[config.mk]
export PLATFORM = sky130hd
export DESIGN_NAME = enable_andor_mux
export DESIGN_NICKNAME = d
export VERILOG_FILES = /design/src/rtl/emux_pkg.sv /design/src/rtl/emux_decode.sv /design/src/rtl/emux_src_bank.sv /design/src/rtl/emux_andor.sv /design/src/rtl/enable_andor_mux.sv
export SDC_FILE = /design/constraint.sdc
export NUM_CORES = 1
export LEC_CHECK = 0
export BUFFER_PORTS_ARGS = -buffer_cell sky130_fd_sc_hd__buf_4
export CORE_MARGIN = 2
export CORE_UTILIZATION = 37
export CTS_CLUSTER_DIAMETER = 80
export DETAILED_ROUTE_END_ITERATION = 6
export SLEW_MARGIN = 30
export SYNTH_ARGS = -nofsm -noshare
export SYNTH_HDL_FRONTEND = slang
export SYNTH_SLANG_ARGS = --single-unit
[constraint.sdc]
create_clock -name clk -period 1.45 [get_ports clk]
set_input_delay 0 -clock clk [delete_from_list [all_inputs] [get_ports clk]]
set_output_delay 0 -clock clk [all_outputs]
set_load 0.02 [all_outputs]
[src/rtl/emux_pkg.sv]
package emux_pkg;

    typedef enum logic {
        PATH_DIRECT     = 1'b0,
        PATH_REGISTERED = 1'b1
    } emux_path_e;

    function automatic int unsigned emux_inputs(input int unsigned sel_w);
        return 32'd1 << sel_w;
    endfunction

endpackage

[src/rtl/emux_decode.sv]
module emux_decode #(
    parameter int unsigned SEL_W = 3,
    localparam int unsigned N_IN = 1 << SEL_W
) (
    input  logic [SEL_W-1:0] sel,
    input  logic             off,
    output logic [N_IN-1:0]  en
);
    for (genvar i = 0; i < N_IN; i++) begin : g_dec
        assign en[i] = !off && (sel == SEL_W'(i));
    end
endmodule

[src/rtl/emux_src_bank.sv]
module emux_src_bank #(
    parameter int unsigned W    = 16,
    parameter int unsigned N_IN = 8
) (
    input  logic            clk,
    input  logic            rst_n,
    input  logic            load,
    input  logic [N_IN-1:0] en,
    input  logic [N_IN*W-1:0] d,
    output logic [N_IN*W-1:0] q
);
    for (genvar i = 0; i < N_IN; i++) begin : g_src
        always_ff @(posedge clk) begin
            if (!rst_n) begin
                q[i*W +: W] <= '0;
            end else if (!en[i]) begin
                q[i*W +: W] <= '0;
            end else if (load) begin
                q[i*W +: W] <= d[i*W +: W];
            end
        end
    end
endmodule

[src/rtl/emux_andor.sv]
module emux_andor #(
    parameter int unsigned W    = 16,
    parameter int unsigned N_IN = 8,
    localparam int unsigned PAIRS = N_IN / 2
) (
    input  logic [N_IN-1:0]   en,
    input  logic [N_IN*W-1:0] d,
    output logic [W-1:0]      y
);
    logic [PAIRS*W-1:0] pair_or;

    for (genvar j = 0; j < PAIRS; j++) begin : g_lvl1
        assign pair_or[j*W +: W] =
            ({W{en[2*j]}}   & d[(2*j)*W   +: W]) |
            ({W{en[2*j+1]}} & d[(2*j+1)*W +: W]);
    end

    always_comb begin
        y = '0;
        for (int j = 0; j < PAIRS; j++) begin
            y = y | pair_or[j*W +: W];
        end
    end
endmodule

[src/rtl/enable_andor_mux.sv]
module enable_andor_mux
    import emux_pkg::*;
#(
    parameter int unsigned W     = 16,
    parameter int unsigned SEL_W = 3,
    localparam int unsigned N_IN = 1 << SEL_W
) (
    input  logic              clk,
    input  logic              rst_n,
    input  logic              reg_mode,
    input  logic              mux_off,
    input  logic              load,
    input  logic [SEL_W-1:0]  sel,
    input  logic [N_IN*W-1:0] din,
    output logic [W-1:0]      y
);
    emux_path_e          path;
    logic [N_IN-1:0]     en_vec;
    logic [N_IN*W-1:0]   src_q;
    logic [N_IN-1:0]     merge_en;
    logic [N_IN*W-1:0]   merge_d;

    assign path = reg_mode ? PATH_REGISTERED : PATH_DIRECT;

    emux_decode #(.SEL_W(SEL_W)) u_dec (
        .sel (sel),
        .off (mux_off),
        .en  (en_vec)
    );

    emux_src_bank #(.W(W), .N_IN(N_IN)) u_bank (
        .clk   (clk),
        .rst_n (rst_n),
        .load  (load),
        .en    (en_vec),
        .d     (din),
        .q     (src_q)
    );

    always_comb begin
        unique case (path)
            PATH_DIRECT: begin
                merge_en = en_vec;
                merge_d  = din;
            end
            PATH_REGISTERED: begin
                merge_en = '1;
                merge_d  = src_q;
            end
            default: begin
                merge_en = '0;
                merge_d  = '0;
            end
        endcase
    end

    emux_andor #(.W(W), .N_IN(N_IN)) u_merge (
        .en (merge_en),
        .d  (merge_d),
        .y  (y)
    );
endmodule

==> results of run 1 <==
critical path, delay by kind of cell (launching register included):
kind / cells / cell delay (ps)
flip-flops: 1 / 320
buffers and inverters: 2 / 310
AO/OA/AOI/OAI: 1 / 70
AND/OR/NAND/NOR: 1 / 510
multiplexers: 1 / 190
worst paths after layout:
path                 start       endpoint  slack, ps  cells past startpoint
min                   load  u_bank.q[113]         40                      3
min reg2reg   u_bank.q[47]   u_bank.q[47]        490                      2
max reg2reg  u_bank.q[114]  u_bank.q[114]        140                      4
max           u_bank.q[61]          y[13]       -380                      5
cell usage after synthesis (all sizes together):
cell    number  share of area
mux2i      256           0.39
nor2       131          0.075
dfxtp      128           0.39
o22ai       64          0.061
buf         28          0.023
clkbuf      18          0.010
or4         16          0.018
a21oi        6          0.014
nand2        6         0.0034
nor2b        4         0.0042
a31oi        2         0.0065
nand3        2         0.0015
and2b        1         0.0015
and3b        1         0.0013
nor3b        1         0.0011
per-layer routing:
layer  share of wire  vias to the layer above
met5               0                        -
met4           0.032                        0
met3           0.050                       46
met2            0.47                      209
met1            0.45                     3167
li1                -                     3056
power breakdown:
group	switching, uW	internal [uW]	leakage (uW)
clock network	1660	3200	0.000323
logic	969	1210	0.00342
registers	12.0	3540	0.00104
cell families (layout without fill, tap and decap cells):
family	after synthesis	count (layout)
simple gates	162	162
compound gates	72	72
flops	128	128
mux	256	256
buf+inv	46	376
repair_timing:
action	CTS	global route
pin swaps	27	25
hold endpoints to repair	128	0
gates resized for setup	41	26
hold buffers	138	0
setup endpoints to repair	16	16
setup buffers	1	1
cell type report:
type / instances / area (um^2)
Fill cell: 1395 / 6560
Tap cell: 225 / 282
Clock buffer: 20 / 467
Multi-Input combinational cell: 490 / 4040
Timing Repair Buffer: 344 / 3220
Sequential cell: 128 / 2580
Clock inverter: 12 / 205
stage by stage:
step           power, uW  worst slack [ps]   util
6_report           10600              -375  0.622
5_1_grt            10900              -410  0.622
4_1_cts            10600              -378  0.617
3_5_place_dp        5370              -243  0.490
3_3_place_gp        5350              -248  0.490
2_1_floorplan       4540              58.9      -
==> qor.yml, run 1 <==
cts_max_path_buffers: 2
syn2layout_area_growth_pct: 64.1
synth.distinct_cells: 21
cp_max_fo: 2
synth_mux_area_frac: 0.390
final.setup.tns_ps: -4810
diodes: 0
top_usage_layer: "met2"
clkLatencyLatePin_ps: 420
met2_usage: 0.438
clockRootBuffer: "clkbuf_16"
dieArea_mm2: 0.0189
avgSynthCellArea_um2: 9.90
initial_core_util: 0.379
portBuffers: 151
fin_cells: 1219
drt-wirelength-per-cell_um: 20.0
placed_cell_area_mm2: 0.00851
layout_commonest_cell: "mux2i_1"
grtUsageMet3: 0.0453
grt_pass1_wl_um: 37900
worst-endpoint-arrival_ps: 1830
firstDrtPassIters: 5
syn_nets: 800
fin_ws_ps: -375
mostFrequentLayoutCells: "mux2i_1, buf_4, dlygate4sd3_1"
synth_top_family_by_area: "multiplexers"
placedCellCount: 1053
period_needed_ps: 1830
ant_nets: 0
crit_type: "reg2out"
drtIter0Drc: 357
final_area_mm2: 0.0108
clock.fmax_ghz: 0.548
drv_slew: 0
drc: 0
p_leak_uw: 0.00478
antenna_found_initial: 0
holdWs_ps: 38.4
peakVddDrop_uv: 863
min_period_over_period: 1.26
cap_violations: 0
rsz0062_at_grt: "true"
synth_cells: 664
biggestRegsByFlops: "u_bank.q (128)"
gr-usage-all-layers: 0.265
crit_slowest_cell: "or4_4"
synth_compound_gate_area_share: 0.0811
max_stage_delay_ps: 510
wl_um: 24400
fin_nets: 1117
num_vias: 6478
via_per_inst: 5.31
synth_adder_area_share: 0
worstSetupStartpointType: "flop"
cts_buffers: 17
clock-sinks: 128
grt_overflow: 0
syn_area_mm2: 0.00658
synth_xor_area_frac: 0
outcome: "complete, but fails checks"
tightestPinTransition_ps: 569
critical_path_required_ps: 1450
grt_pass1_vias: 6953
finalSetupViolations: 16
place.gp.congestion: 0.843
worstHoldPathType: "in2reg"
grt_max_degree: 35
top_register: "u_bank.q"
max-slew-margin-rel: 0.621
yosys_warnings: 0
crit_chain: "mux2i_2 -> buf_4 -> o22ai_4 -> or4_4 -> buf_6"
crit_path_end_kind: "output port"
synth.yosys.seq_area_share: 0.390
die_y_um: 137
core-area_mm2: 0.0174
h-tree-depth: 4
io_pins: 152
dp_hpwl_um: 15900
layout-drive-gt1-share: 0.316
power.density_mw_per_mm2: 981
synth-simple-area-share: 0.107
die_width_um: 137
finalHoldViolCount: 0
largest_register_ffs: 128
use_met1: 0.345
violations: "negative setup slack"
cts.clk_slew.worst_paths_ps: 60
core.rowCount: 48
cts_tree: "built"
ys_seq_elements: 128
skew_ps: 0
Power figures use the tool's default switching activity.
==> run 2: changes to the inputs <==
SYNTH_HIERARCHICAL = 1   (was default)
==> run 2 against run 1 <==
The flow still finishes with violations (negative setup slack). Combinational power down 3%. Power fell by 4.3%. Global-route usage shrank 4.8 points. Area after synthesis rose by 11%. Synthesized cell count rose by 0.90%. Flip-flop and latch count unchanged. Non-clock buffer count fell by 10. Register-to-register slack improved by 580 ps. Die area increased by 10%. Clock power shrank 8.2%. Sequential power hardly changed. Critical endpoint is now y[12]. Largest cell class unchanged.
==> qor.yml, run 2 <==
outcome: "complete, but fails checks"  # unchanged
violations: "negative setup slack"  # unchanged
ys.flop_type: "dfxtp_1"  # unchanged
fin_ws_ps: -139  # was -375 ps
critical_path_required_ps: 1450  # about the same
max-slew-margin-rel: 0.707  # was 0.621
crit_path_end_kind: "output port"  # unchanged
die_y_um: 144  # was 137 um
placed_cell_area_mm2: 0.00871  # was 0.00851 mm^2
worstHoldPathType: "in2reg"  # unchanged
ant_nets: 0  # unchanged
firstDrtPassIters: 5  # unchanged
clock.fmax_ghz: 0.629  # was 0.548 GHz
tightestPinTransition_ps: 439  # was 569 ps
cts_tree: "built"  # unchanged
drc: 0  # unchanged
antenna_found_initial: 0  # unchanged
crit_type: "reg2out"  # unchanged
core.rowCount: 51  # was 48
clockRootBuffer: "clkbuf_16"  # unchanged
grt_pass1_vias: 6312  # was 6,953
min_period_over_period: 1.10  # was 1.26
clock-sinks: 128  # unchanged
final_util: 0.566  # was 0.622
dieArea_mm2: 0.0208  # was 0.0189 mm^2
yosys.area.top_type_share: 0.353  # was 0.390
synth_area_leaders: "dfxtp_1, mux2i_1, mux2_2"  # was dfxtp_1, mux2i_1, nor2_1
cap_violations: 0  # unchanged
final_area_mm2: 0.0110  # was 0.0108 mm^2
worstSetupStartpointType: "flop"  # unchanged
drv_slew: 0  # unchanged
cp_max_fo: 2  # unchanged
grt_overflow: 0  # unchanged
synth_top_area_cell: "dfxtp_1"  # unchanged
die_width_um: 144  # was 137 um
portBuffers: 151  # unchanged
via_per_inst: 4.98  # was 5.31
initial_core_util: 0.375  # was 0.379
grt_pass1_wl_um: 33800  # was 37,900 um
largest_register_ffs: 128  # unchanged
drt-wirelength-per-cell_um: 18.2  # was 20.0 um
dp_slack_ps: -221  # was -243 ps
skew_ps: 0  # unchanged
cts_max_path_buffers: 2  # unchanged
hold_start: "load"  # unchanged
dp_hpwl_um: 15600  # was 15,900 um
synth.yosys.seq_area_share: 0.353  # was 0.390
yosys_warnings: 6  # was 0
rsz0062_at_grt: "true"  # unchanged
mostFrequentLayoutCells: "buf_4, dlygate4sd3_1, mux2i_1"  # was mux2i_1, buf_4, dlygate4sd3_1
gr-usage-all-layers: 0.217  # was 0.265
diodes: 0  # unchanged
finalSetupViolations: 16  # unchanged
io_pins: 152  # unchanged
synth.distinct_cells: 19  # was 21
core-area_mm2: 0.0194  # was 0.0174 mm^2
syn_nets: 806  # was 800
period_needed_ps: 1590  # was 1830 ps
synth_common_cells: "dfxtp_1, mux2i_1, nor2_1"  # was mux2i_1, nor2_1, dfxtp_1
drtIter0Drc: 388  # was 357
cts_buffers: 17  # unchanged
r2r_slack_ps: 720  # was 140 ps
num_vias: 6212  # was 6,478
peakVddDrop_uv: 847  # was 863 uV
layout_commonest_cell: "buf_4"  # was mux2i_1
async_flop_share: 0  # unchanged
grt_max_degree: 28  # was 35
biggestRegsByFlops: "u_bank/q (128)"  # was u_bank.q (128)
cts.clk_slew.worst_paths_ps: 60  # about the same
top_register: "u_bank/q"  # was u_bank.q
syn_area_mm2: 0.00727  # was 0.00658 mm^2
avgSynthCellArea_um2: 10.8  # was 9.90 um^2
timing.rr.start: "u_bank/q[107]"  # was u_bank.q[114]
p_leak_uw: 0.00476  # was 0.00478 uW
place.gp.congestion: 0.796  # was 0.843
clkLatencyLatePin_ps: 420  # about the same
h-tree-depth: 4  # unchanged
worst-endpoint-arrival_ps: 1590  # was 1830 ps
crit_start: "u_bank/q[108]"  # was u_bank.q[61]
holdWs_ps: 25.0  # was 38.4 ps
finalHoldViolCount: 0  # unchanged
synth_edf_count: 0  # unchanged
layout-drive-gt1-share: 0.466  # was 0.316
fin_nets: 1105  # was 1,117
syn2layout_area_growth_pct: 51.1  # was 64.1%
synth_cells: 670  # was 664
ys_seq_elements: 128  # unchanged
wl_um: 22600  # was 24,400 um
power.density_mw_per_mm2: 923  # was 981 mW/mm^2
run 2: cell count changes after synthesis, moves of 18 or more:
cell	before	now
a22oi_1	0	64
buf_6	1	21
clkbuf_1	18	0
mux2_2	0	96
mux2_4	0	32
mux2i_1	256	128
o22ai_1	64	0
run 2: cell families after synthesis:
kind of cell | count (synthesis) | share of synthesized area
buf+inv | 54 | 0.0839
compound gates | 64 | 0.0661
simple gates | 168 | 0.106
mux | 256 | 0.391
flops | 128 | 0.353
run 2: report_power, final:
part / internal, uW / switching [uW] / total [uW]
clock: 2790 / 1670 / 4460
sequential: 3540 / 9.93 / 3550
combinational: 1200 / 919 / 2120
run 2: cell type report:
class | count | area, um^2
Sequential cell | 128 | 2580
Tap cell | 265 | 332
Clock buffer | 19 | 453
Clock inverter | 13 | 163
Multi-Input combinational cell | 488 | 4410
Timing Repair Buffer | 334 | 3040
Fill cell | 1725 | 8420
run 2: path summary, 6_finish.rpt:
check	to	cells after the start
setup / recovery	y[12]	4
hold / removal	u_bank/q[10]	3
setup reg to reg	u_bank/q[107]	3
hold reg to reg	u_bank/q[12]	2
run 2: per-layer routing:
layer	track usage	vias to the layer above	wire, um
met5	0	-	0
met4	0.0715	0	490
met3	0.0470	31	1120
met2	0.367	172	11000
met1	0.277	2973	10100
li1	-	3036	-
run 2: what timing repair did:
item / in CTS / in global routing
setup buffers: 1 / 2
hold buffers: 128 / 0
gates resized for setup: 69 / 19
pin swaps: 45 / 17
endpoints found under the setup margin: 16 / 16
cloned: 0 / 0
hold endpoints to repair: 128 / 0
run 2: worst max-delay path, cell delays in order, from the launching register on:
cell	delay, ps
dfxtp_1	300
mux2_4	270
a22oi_2	220
nand4_1	170
buf_4	200
run 2: metrics by stage:
| step | instances | power (uW) | setup TNS, ps |
|---|---|---|---|
| after floorplan | 670 | 4650 | 0 |
| after global placement | 1084 | 5320 | -1870 |
| after detailed placement | 1084 | 5320 | -2130 |
| after CTS | 1245 | 10200 | -1520 |
| after global routing | 1247 | 10500 | -2100 |
| final | 1247 | 10100 | -1440 |
==> run 3: changes to the inputs <==
MAX_ROUTING_LAYER = met4   (was default)
==> run 3 against run 2 <==
The flow still finishes with violations (negative setup slack). Sequential share of layout area stayed put. Flip-flop and latch count stayed put. Die area stayed put. Utilization stayed put. Non-clock buffer count stayed put. Sequential power hardly changed. Combinational power hardly changed. Via count is 0.42% lower. Count of clock-buffer cells in the layout stayed put. Clock skew stayed put. Final cell count stayed put. Highest routed layer unchanged.
==> qor.yml, run 3 (synthesis results as in run 2) <==
fin_ws_ps: -129  # was -139 ps
syn2layout_area_growth_pct: 51.1  # unchanged
via_per_inst: 4.96  # was 4.98
max-slew-margin-rel: 0.718  # was 0.707
crit_path_end_kind: "output port"  # unchanged
cts_buffers: 17  # unchanged
antenna_found_initial: 0  # unchanged
timing.rr.start: "u_bank/q[107]"  # unchanged
wl_um: 22600  # about the same
die_width_um: 144  # unchanged
drv_slew: 0  # unchanged
period_needed_ps: 1580  # was 1590 ps
cts_max_path_buffers: 2  # unchanged
power.density_mw_per_mm2: 923  # about the same
dp_slack_ps: -221  # unchanged
core-area_mm2: 0.0194  # unchanged
final.setup.tns_ps: -1400  # was -1440 ps
critical_path_required_ps: 1450  # about the same
drtIter0Drc: 367  # was 388
p_total_uw: 10100  # about the same
largest_register_ffs: 128  # unchanged
place.gp.congestion: 0.807  # was 0.796
fin_nets: 1105  # unchanged
worstSetupStartpointType: "flop"  # unchanged
num_vias: 6186  # was 6,212
placed_cell_area_mm2: 0.00871  # unchanged
dieArea_mm2: 0.0208  # unchanged
p_leak_uw: 0.00476  # unchanged
peakVddDrop_uv: 847  # about the same
layout-drive-gt1-share: 0.466  # unchanged
crit_type: "reg2out"  # unchanged
mostFrequentLayoutCells: "buf_4, dlygate4sd3_1, mux2i_1"  # unchanged
fillers: 1725  # unchanged
ant_nets: 0  # unchanged
crit_slowest_cell: "dfxtp_1"  # unchanged
grt_pass1_wl_um: 33900  # was 33,800 um
biggestRegsByFlops: "u_bank/q (128)"  # unchanged
tightestPinTransition_ps: 424  # was 439 ps
initial_core_util: 0.375  # unchanged
grt_overflow: 0  # unchanged
cts.clk_slew.worst_paths_ps: 60  # about the same
layout_commonest_cell: "buf_4"  # unchanged
crit_start: "u_bank/q[100]"  # was u_bank/q[108]
clock-sinks: 128  # unchanged
diodes: 0  # unchanged
gr-usage-all-layers: 0.223  # was 0.217
min_period_over_period: 1.09  # was 1.10
hold_start: "load"  # unchanged
io_pins: 152  # unchanged
violations: "negative setup slack"  # unchanged
grt_pass1_vias: 6311  # was 6,312
drt-wirelength-per-cell_um: 18.1  # was 18.2 um
outcome: "complete, but fails checks"  # unchanged
cts_tree: "built"  # unchanged
cp_max_fo: 2  # unchanged
crit_chain: "mux2_4 -> a22oi_2 -> nand4_1 -> buf_4"  # unchanged
clockRootBuffer: "clkbuf_16"  # unchanged
worst-endpoint-arrival_ps: 1580  # was 1590 ps
dp_hpwl_um: 15600  # unchanged
final_util: 0.566  # unchanged
cap_violations: 0  # unchanged
top_register: "u_bank/q"  # unchanged
grt_max_degree: 28  # unchanged
finalHoldViolCount: 0  # unchanged
max_stage_delay_ps: 310  # was 300 ps
rsz0062_at_grt: "true"  # unchanged
core.rowCount: 51  # unchanged
die_y_um: 144  # unchanged
h-tree-depth: 4  # unchanged
clock.fmax_ghz: 0.633  # was 0.629 GHz
final_area_mm2: 0.0110  # unchanged
clkLatencyLatePin_ps: 420  # about the same
drc: 0  # unchanged
finalSetupViolations: 16  # unchanged
portBuffers: 151  # unchanged
skew_ps: 0  # unchanged
firstDrtPassIters: 5  # unchanged
worstHoldPathType: "in2reg"  # unchanged
==> run 3: cell counts in the layout (fill, tap and decap cells not counted) <==
Identical to the previous run, type by type.
==> run 3: power by group <==
group          switching [uW]  internal (uW)  total [uW]
sequential               9.99           3540        3550
combinational             918           1200        2120
clock                    1670           2790        4460
==> run 3: path summary, 6_finish.rpt <==
path	to	cells after the start	slack [ps]
max	y[4]	4	-130
min	u_bank/q[10]	3	20
max reg2reg	u_bank/q[107]	3	720
min reg2reg	u_bank/q[33]	2	480
==> run 3: area by class of cell <==
type                    instances  area [um^2]  area share
multi-input cells             488         4410       0.402
flip-flops and latches        128         2580       0.235
well taps                     265          332      0.0302
clock inverters                13          163      0.0148
clock buffers                  19          453      0.0413
repair buffers                334         3040       0.277
==> run 3: per-stage QoR <==
stage	instances	hold slack [ps]
3_5_place_dp	1084	252
4_1_cts	1245	17.4
5_1_grt	1247	34.6
2_1_floorplan	670	147
6_report	1247	23.4
3_3_place_gp	1084	242
==> run 3: routing by layer <==
layer | vias up | wire [um] | GRT usage
met5 | - | 0 | -
met4 | 0 | 420 | 0.0700
met3 | 28 | 1140 | 0.0457
met2 | 170 | 11000 | 0.368
met1 | 2956 | 10000 | 0.276
li1 | 3032 | - | -
==> run 3: worst max-delay path, delay by kind of cell (launching register included) <==
kind / cells / cell delay [ps]
and+or+nand+nor: 1 / 170
buffers and inverters: 1 / 200
AOI/OAI and AO/OA: 1 / 210
muxes: 1 / 260
DFF: 1 / 310
==> run 3: repair_timing <==
item                                    CTS  global route
hold buffers                            128             0
setup buffers                             1             2
pin swaps                                45            17
endpoints found under the hold margin   128             0
endpoints found under the setup margin   16            16
gates resized for setup                  69            19
